===== src/rtl/wia_pkg.sv =====
package wia_pkg;

  // Byte offsets of the software-visible registers
  localparam int OFF_PEND  = 'h00;
  localparam int OFF_FORCE = 'h08;
  localparam int OFF_MASK  = 'h10;
  localparam int OFF_CFG   = 'h28;

  // Configuration register bit positions
  localparam int CFG_RISE_BIT   = 3;
  localparam int CFG_MSGOFF_BIT = 5;

  typedef struct packed {
    logic rise_mode;   // 1: rising-edge capture, 0: level capture
    logic msg_off;     // message path disabled (stored only)
  } cfg_t;

  typedef enum logic [2:0] {
    SEL_NONE,
    SEL_PEND,
    SEL_FORCE,
    SEL_MASK,
    SEL_CFG
  } reg_sel_e;

endpackage


===== src/rtl/wia_regs.sv =====
module wia_regs
  import wia_pkg::*;
#(
  parameter int N_SRC  = 32,
  parameter int DATA_W = 32,
  parameter int ADDR_W = 6
) (
  input  logic              clk_i,
  input  logic              rst_ni,
  input  logic [ADDR_W-1:0] addr_i,
  input  logic              wr_en_i,
  input  logic [DATA_W-1:0] wr_data_i,
  input  logic              rd_en_i,
  input  logic [N_SRC-1:0]  pend_i,
  output logic [DATA_W-1:0] rd_data_o,
  output logic [N_SRC-1:0]  mask_o,
  output cfg_t              cfg_o,
  output logic [N_SRC-1:0]  clr_o,
  output logic [N_SRC-1:0]  force_o
);

  reg_sel_e         sel;
  logic [N_SRC-1:0] mask_q;
  cfg_t             cfg_q;

  // Address decode
  always_comb begin
    if (addr_i == ADDR_W'(OFF_PEND))       sel = SEL_PEND;
    else if (addr_i == ADDR_W'(OFF_FORCE)) sel = SEL_FORCE;
    else if (addr_i == ADDR_W'(OFF_MASK))  sel = SEL_MASK;
    else if (addr_i == ADDR_W'(OFF_CFG))   sel = SEL_CFG;
    else                                   sel = SEL_NONE;
  end

  // Stored registers
  always_ff @(posedge clk_i or negedge rst_ni) begin
    if (!rst_ni) begin
      mask_q <= '1;
      cfg_q  <= '0;
    end else if (wr_en_i) begin
      if (sel == SEL_MASK) mask_q <= wr_data_i[N_SRC-1:0];
      if (sel == SEL_CFG) begin
        cfg_q.rise_mode <= wr_data_i[CFG_RISE_BIT];
        cfg_q.msg_off   <= wr_data_i[CFG_MSGOFF_BIT];
      end
    end
  end

  // Per-bit strobes towards the capture cells
  always_comb begin
    clr_o   = '0;
    force_o = '0;
    if (wr_en_i && sel == SEL_PEND)  clr_o   = ~wr_data_i[N_SRC-1:0];
    if (wr_en_i && sel == SEL_FORCE) force_o = wr_data_i[N_SRC-1:0];
  end

  // Read mux
  always_comb begin
    rd_data_o = '0;
    if (rd_en_i) begin
      case (sel)
        SEL_PEND: rd_data_o[N_SRC-1:0] = pend_i;
        SEL_MASK: rd_data_o[N_SRC-1:0] = mask_q;
        SEL_CFG: begin
          rd_data_o[CFG_RISE_BIT]   = cfg_q.rise_mode;
          rd_data_o[CFG_MSGOFF_BIT] = cfg_q.msg_off;
        end
        default: rd_data_o = '0;
      endcase
    end
  end

  assign mask_o = mask_q;
  assign cfg_o  = cfg_q;

endmodule


===== src/rtl/wia_cell.sv =====
module wia_cell (
  input  logic clk_i,
  input  logic rst_ni,
  input  logic src_i,
  input  logic rise_mode_i,
  input  logic clr_i,
  input  logic force_i,
  output logic pend_o
);

  logic prev_q;
  logic hw_set;

  // Capture event: the level itself, or a low-to-high step
  always_comb hw_set = rise_mode_i ? (src_i & ~prev_q) : src_i;

  // Set sources override the software clear
  always_ff @(posedge clk_i or negedge rst_ni) begin
    if (!rst_ni) begin
      prev_q <= 1'b0;
      pend_o <= 1'b0;
    end else begin
      prev_q <= src_i;
      pend_o <= hw_set | force_i | (pend_o & ~clr_i);
    end
  end

endmodule


===== src/rtl/wia_combine.sv =====
module wia_combine #(
  parameter int N_SRC = 32
) (
  input  logic             clk_i,
  input  logic             rst_ni,
  input  logic [N_SRC-1:0] pend_i,
  input  logic [N_SRC-1:0] mask_i,
  output logic             irq_o
);

  logic any_live;

  always_comb any_live = |(pend_i & ~mask_i);

  always_ff @(posedge clk_i or negedge rst_ni) begin
    if (!rst_ni) irq_o <= 1'b0;
    else         irq_o <= any_live;
  end

endmodule


===== src/rtl/wire_irq_agg.sv =====
module wire_irq_agg
  import wia_pkg::*;
#(
  parameter int N_SRC  = 32,
  parameter int DATA_W = 32,
  parameter int ADDR_W = 6
) (
  input  logic              clk_i,
  input  logic              rst_ni,
  input  logic [N_SRC-1:0]  src_i,
  input  logic [ADDR_W-1:0] addr_i,
  input  logic              wr_en_i,
  input  logic [DATA_W-1:0] wr_data_i,
  input  logic              rd_en_i,
  output logic [DATA_W-1:0] rd_data_o,
  output logic              irq_o
);

  logic [N_SRC-1:0] pend_w;
  logic [N_SRC-1:0] mask_w;
  logic [N_SRC-1:0] clr_w;
  logic [N_SRC-1:0] force_w;
  cfg_t             cfg_w;

  wia_regs #(
    .N_SRC (N_SRC),
    .DATA_W(DATA_W),
    .ADDR_W(ADDR_W)
  ) u_regs (
    .clk_i    (clk_i),
    .rst_ni   (rst_ni),
    .addr_i   (addr_i),
    .wr_en_i  (wr_en_i),
    .wr_data_i(wr_data_i),
    .rd_en_i  (rd_en_i),
    .pend_i   (pend_w),
    .rd_data_o(rd_data_o),
    .mask_o   (mask_w),
    .cfg_o    (cfg_w),
    .clr_o    (clr_w),
    .force_o  (force_w)
  );

  for (genvar i = 0; i < N_SRC; i++) begin : g_cell
    wia_cell u_cell (
      .clk_i      (clk_i),
      .rst_ni     (rst_ni),
      .src_i      (src_i[i]),
      .rise_mode_i(cfg_w.rise_mode),
      .clr_i      (clr_w[i]),
      .force_i    (force_w[i]),
      .pend_o     (pend_w[i])
    );
  end

  wia_combine #(
    .N_SRC(N_SRC)
  ) u_combine (
    .clk_i (clk_i),
    .rst_ni(rst_ni),
    .pend_i(pend_w),
    .mask_i(mask_w),
    .irq_o (irq_o)
  );

endmodule


===== config.mk =====
export PLATFORM = sky130hd
export DESIGN_NAME = wire_irq_agg
export DESIGN_NICKNAME = d
export VERILOG_FILES = /design/src/rtl/wia_pkg.sv /design/src/rtl/wia_regs.sv /design/src/rtl/wia_cell.sv /design/src/rtl/wia_combine.sv /design/src/rtl/wire_irq_agg.sv
export SDC_FILE = /design/constraint.sdc
export NUM_CORES = 1
export LEC_CHECK = 0
export ABC_AREA = 1
export ABC_CLOCK_PERIOD_IN_PS = 1200
export BUFFER_PORTS_ARGS = -buffer_cell sky130_fd_sc_hd__buf_2
export CAP_MARGIN = 5
export CORE_ASPECT_RATIO = 0.8
export CORE_UTILIZATION = 40
export DETAILED_ROUTE_END_ITERATION = 10
export PLACE_DENSITY_LB_ADDON = 0.1
export SLEW_MARGIN = 5
export SYNTH_ARGS = -nofsm -noshare
export SYNTH_HDL_FRONTEND = slang
export SYNTH_SLANG_ARGS = --single-unit
export TNS_END_PERCENT = 10

===== constraint.sdc =====
create_clock -name clk_i -period 1.2 [get_ports clk_i]
set_input_delay 0.12 -clock clk_i [delete_from_list [all_inputs] [get_ports clk_i]]
set_output_delay 0.12 -clock clk_i [all_outputs]
set_load 0.02 [all_outputs]

==> flow_metrics.env <==
export IMPL_fin_util_pct=57.4
export IMPL_die_w_um=130
export IMPL_ys_top_cells_by_area="dfrtp_1 32%, nand2_1 17%, dfstp_2 16%, nand4_1 7.6%, inv_1 7.4%"
export IMPL_synthArstFlopShare_pct=100
export IMPL_antennaDiodeCount=0
export IMPL_ant_nets=0
export IMPL_crit_buf_inv=2
export IMPL_max_stage_delay_ns=0.54
export IMPL_io_pins=107
export IMPL_grt_pass1_vias=5231
export IMPL_final_setup_viol_count=33
export IMPL_clkPwrFrac_pct=37.7
export IMPL_worst_setup_path_end_kind="output pin"
export IMPL_vias=5283
export IMPL_clk_pin_slew_ns=0.07
export IMPL_hold_violations=0
export IMPL_wl_per_cell_um=14.9
export IMPL_outcome="finished with violations"
export IMPL_worst_pin_slew_ns=0.329
export IMPL_timing_final_max_slew_violations=0
export IMPL_clockBufferDepth=2
export IMPL_cap_violations=0
export IMPL_min_period_ns=1.58
export IMPL_synth_edf_count=0
export IMPL_hold_start="wr_data_i[5]"
export IMPL_cts_tree="built"
export IMPL_dp_cells=991
export IMPL_synth_main_ff_cell="dfrtp_1"
export IMPL_cts_buffers=9
export IMPL_layout_drive_gt1_share_pct=26.6
export IMPL_ys_warn_count=0
export IMPL_p_sw_share_pct=25.6
export IMPL_rsz0062_at_grt="true"
export IMPL_startpoint="u_regs.mask_o[13]"
export IMPL_yosys_top_cells_count="232 x nand2_1, 103 x inv_1, 69 x nand3_1"
export IMPL_htreeDepth=3
export IMPL_drtIter0Drc=349
export IMPL_globalRouteOverflowTotal=0
export IMPL_synth_yosys_seq_area_share_pct=47.9
export IMPL_required_ns=1.08
export IMPL_cp_top_family="flip-flops"
export IMPL_min_delay_path_class="primary input to register"
export IMPL_fin_tns_setup_ns=-8.76
export IMPL_violations="setup timing"
export IMPL_ff2ff_setup_slack_ns=-0.04
export IMPL_die_area_mm2=0.0136
export IMPL_netlist_area_mm2=0.00525
export IMPL_power_density_mw_per_mm2=1110
export IMPL_power_w=0.00815
export IMPL_slowest_stage="dfstp_2"
export IMPL_clk_latency_ns=0.36
export IMPL_drt_total_wl_um=15800
export IMPL_fmax_ghz=0.634
export IMPL_port_buffers=106
export IMPL_cpMostUsedCell="buf_6"
export IMPL_grt_max_degree=45
export IMPL_max_slew_margin_rel_pct=78.1
export IMPL_nNetsFinal=956
export IMPL_grt_pass1_wl_um=25900
export IMPL_synthDistinctLibCells=20
export IMPL_finClkSkew_ns=0.00567
export IMPL_path_max_fanout=2
export IMPL_antenna_found_initial=0
export IMPL_fin_cells=1062
export IMPL_ys_ff_latch=99
export IMPL_vias_per_cell=4.97
export IMPL_gp_congestion=0.799
export IMPL_syn_avg_cell_area_um2=7.39
export IMPL_intPower_w=0.00606
export IMPL_cp_arrival_ns=1.46
export IMPL_pwr_share_comb_pct=15.9
export IMPL_yosysTopAreaCell="dfrtp_1"
export IMPL_syn_num_nets=785
export IMPL_drc=0
export IMPL_yosys_cell_count_top_type="nand2_1"
export IMPL_p_switching_w=0.00209
export IMPL_grt_use_total_pct=24.8
export IMPL_clkSinkCount=99
export IMPL_setup_ws_ns=-0.378
export IMPL_core_area_mm2=0.0128
export IMPL_syn_inst=711
export IMPL_area_growth_pct=40.0
export IMPL_path_class="register to output pin"
export IMPL_hpwl_um=10600
export IMPL_row_count=37
export IMPL_p_seq_share_pct=46.4
export IMPL_leakagePower_nw=3.66
export IMPL_start_kind="register"
export IMPL_die_h_um=104
export IMPL_r2r_start="u_regs.mask_o[16]"
export IMPL_root_buffer="clkbuf_16"
export IMPL_initial_core_util_pct=41.0
export IMPL_crit_chain="buf_6, nand4_1, a21oi_2, buf_6"
export IMPL_fin_crit_sh_pct=132
export IMPL_peakVddDrop_mv=0.760
export IMPL_dr_pass1_iters=4
export IMPL_yosys_area_top_type_share_pct=31.9
[cells in the final DEF (no fill, tap or decap), types with 14 or more instances in the layout]
cell	n
o21ai_1	30
nand2_1	232
buf_4	59
dlygate4sd3_1	56
nand3_1	68
buf_2	73
a21oi_2	30
o21ai_0	14
dfrtp_1	67
inv_1	103
nand4_1	64
dfstp_2	32
[state kept, by name, summed over array words and instances, names as in the netlist]
signal                flops
u_regs.cfg_o              2
g_cell.u_cell.pend_o     32
u_regs.mask_o            32
g_cell.u_cell.prev_q     32
u_combine.irq_o           1
[timing repair]
item	CTS	global route
gates resized for setup	67	4
pin swaps	4	2
buffers inserted	1	0
hold buffers	56	0
cloned	0	0
hold endpoints to repair	106	0
endpoints found under the setup margin	33	33
[path summary, 6_finish.rpt]
path / end / depth (start not counted)
max: rd_data_o[13] / 4
min: u_regs.mask_o[5] / 3
max reg2reg: u_combine.irq_o / 7
min reg2reg: u_regs.mask_o[18] / 2
max in group asynchronous: u_regs.mask_o[15] / 3
min in group asynchronous: g_cell[0].u_cell.pend_o / 2
[layer usage]
| metal | global-route usage, % | vias up | wire [um] |
|---|---|---|---|
| li1 | - | 2617 | - |
| met1 | 33.9 | 2499 | 7350 |
| met2 | 39.3 | 148 | 7470 |
| met3 | 5.09 | 19 | 769 |
| met4 | 7.64 | 0 | 234 |
| met5 | 0 | - | 0 |
[tightest hold or removal path, delay by kind of cell]
| kind | cells | cell delay [ns] |
|---|---|---|
| buffers and inverters | 1 | 0.11 |
| AND/OR/NAND/NOR | 2 | 0.13 |
[cells by family after synthesis]
group | count (synthesis) | synth area share, %
and+or+nand+nor | 386 | 32.7
AOI/OAI and AO/OA | 74 | 7.05
buffers and inverters | 152 | 12.3
DFF | 99 | 47.9
[power by group through the flow]
stage / registers (W) / clock network, W / logic (W)
2_1_floorplan: 0.00380 / 0 / 0.000572
3_3_place_gp: 0.00382 / 0 / 0.00112
3_5_place_dp: 0.00383 / 0 / 0.00114
4_1_cts: 0.00378 / 0.00315 / 0.00130
5_1_grt: 0.00381 / 0.00327 / 0.00145
6_report: 0.00378 / 0.00307 / 0.00129
[area by class of cell]
| class | count | area, um2 |
|---|---|---|
| fillers | 1205 | 5470 |
| well taps | 175 | 219 |
| clock buffers | 14 | 244 |
| clock inverters | 2 | 60.1 |
| inverters | 105 | 394 |
| repair buffers | 207 | 1690 |
| flip-flops and latches | 99 | 2520 |
| multi-input cells | 460 | 2230 |
[metrics by stage]
stage          hold WS (ns)  cell area (um2)  setup slack [ns]
3_5_place_dp         0.0433             6270            -0.168
2_1_floorplan        -0.176             5250            0.0316
5_1_grt             0.00581             7360            -0.441
6_report            0.00397             7360            -0.378
3_3_place_gp         0.0386             6270            -0.125
4_1_cts           0.0000939             7340            -0.366
Power figures use the tool's default switching activity.
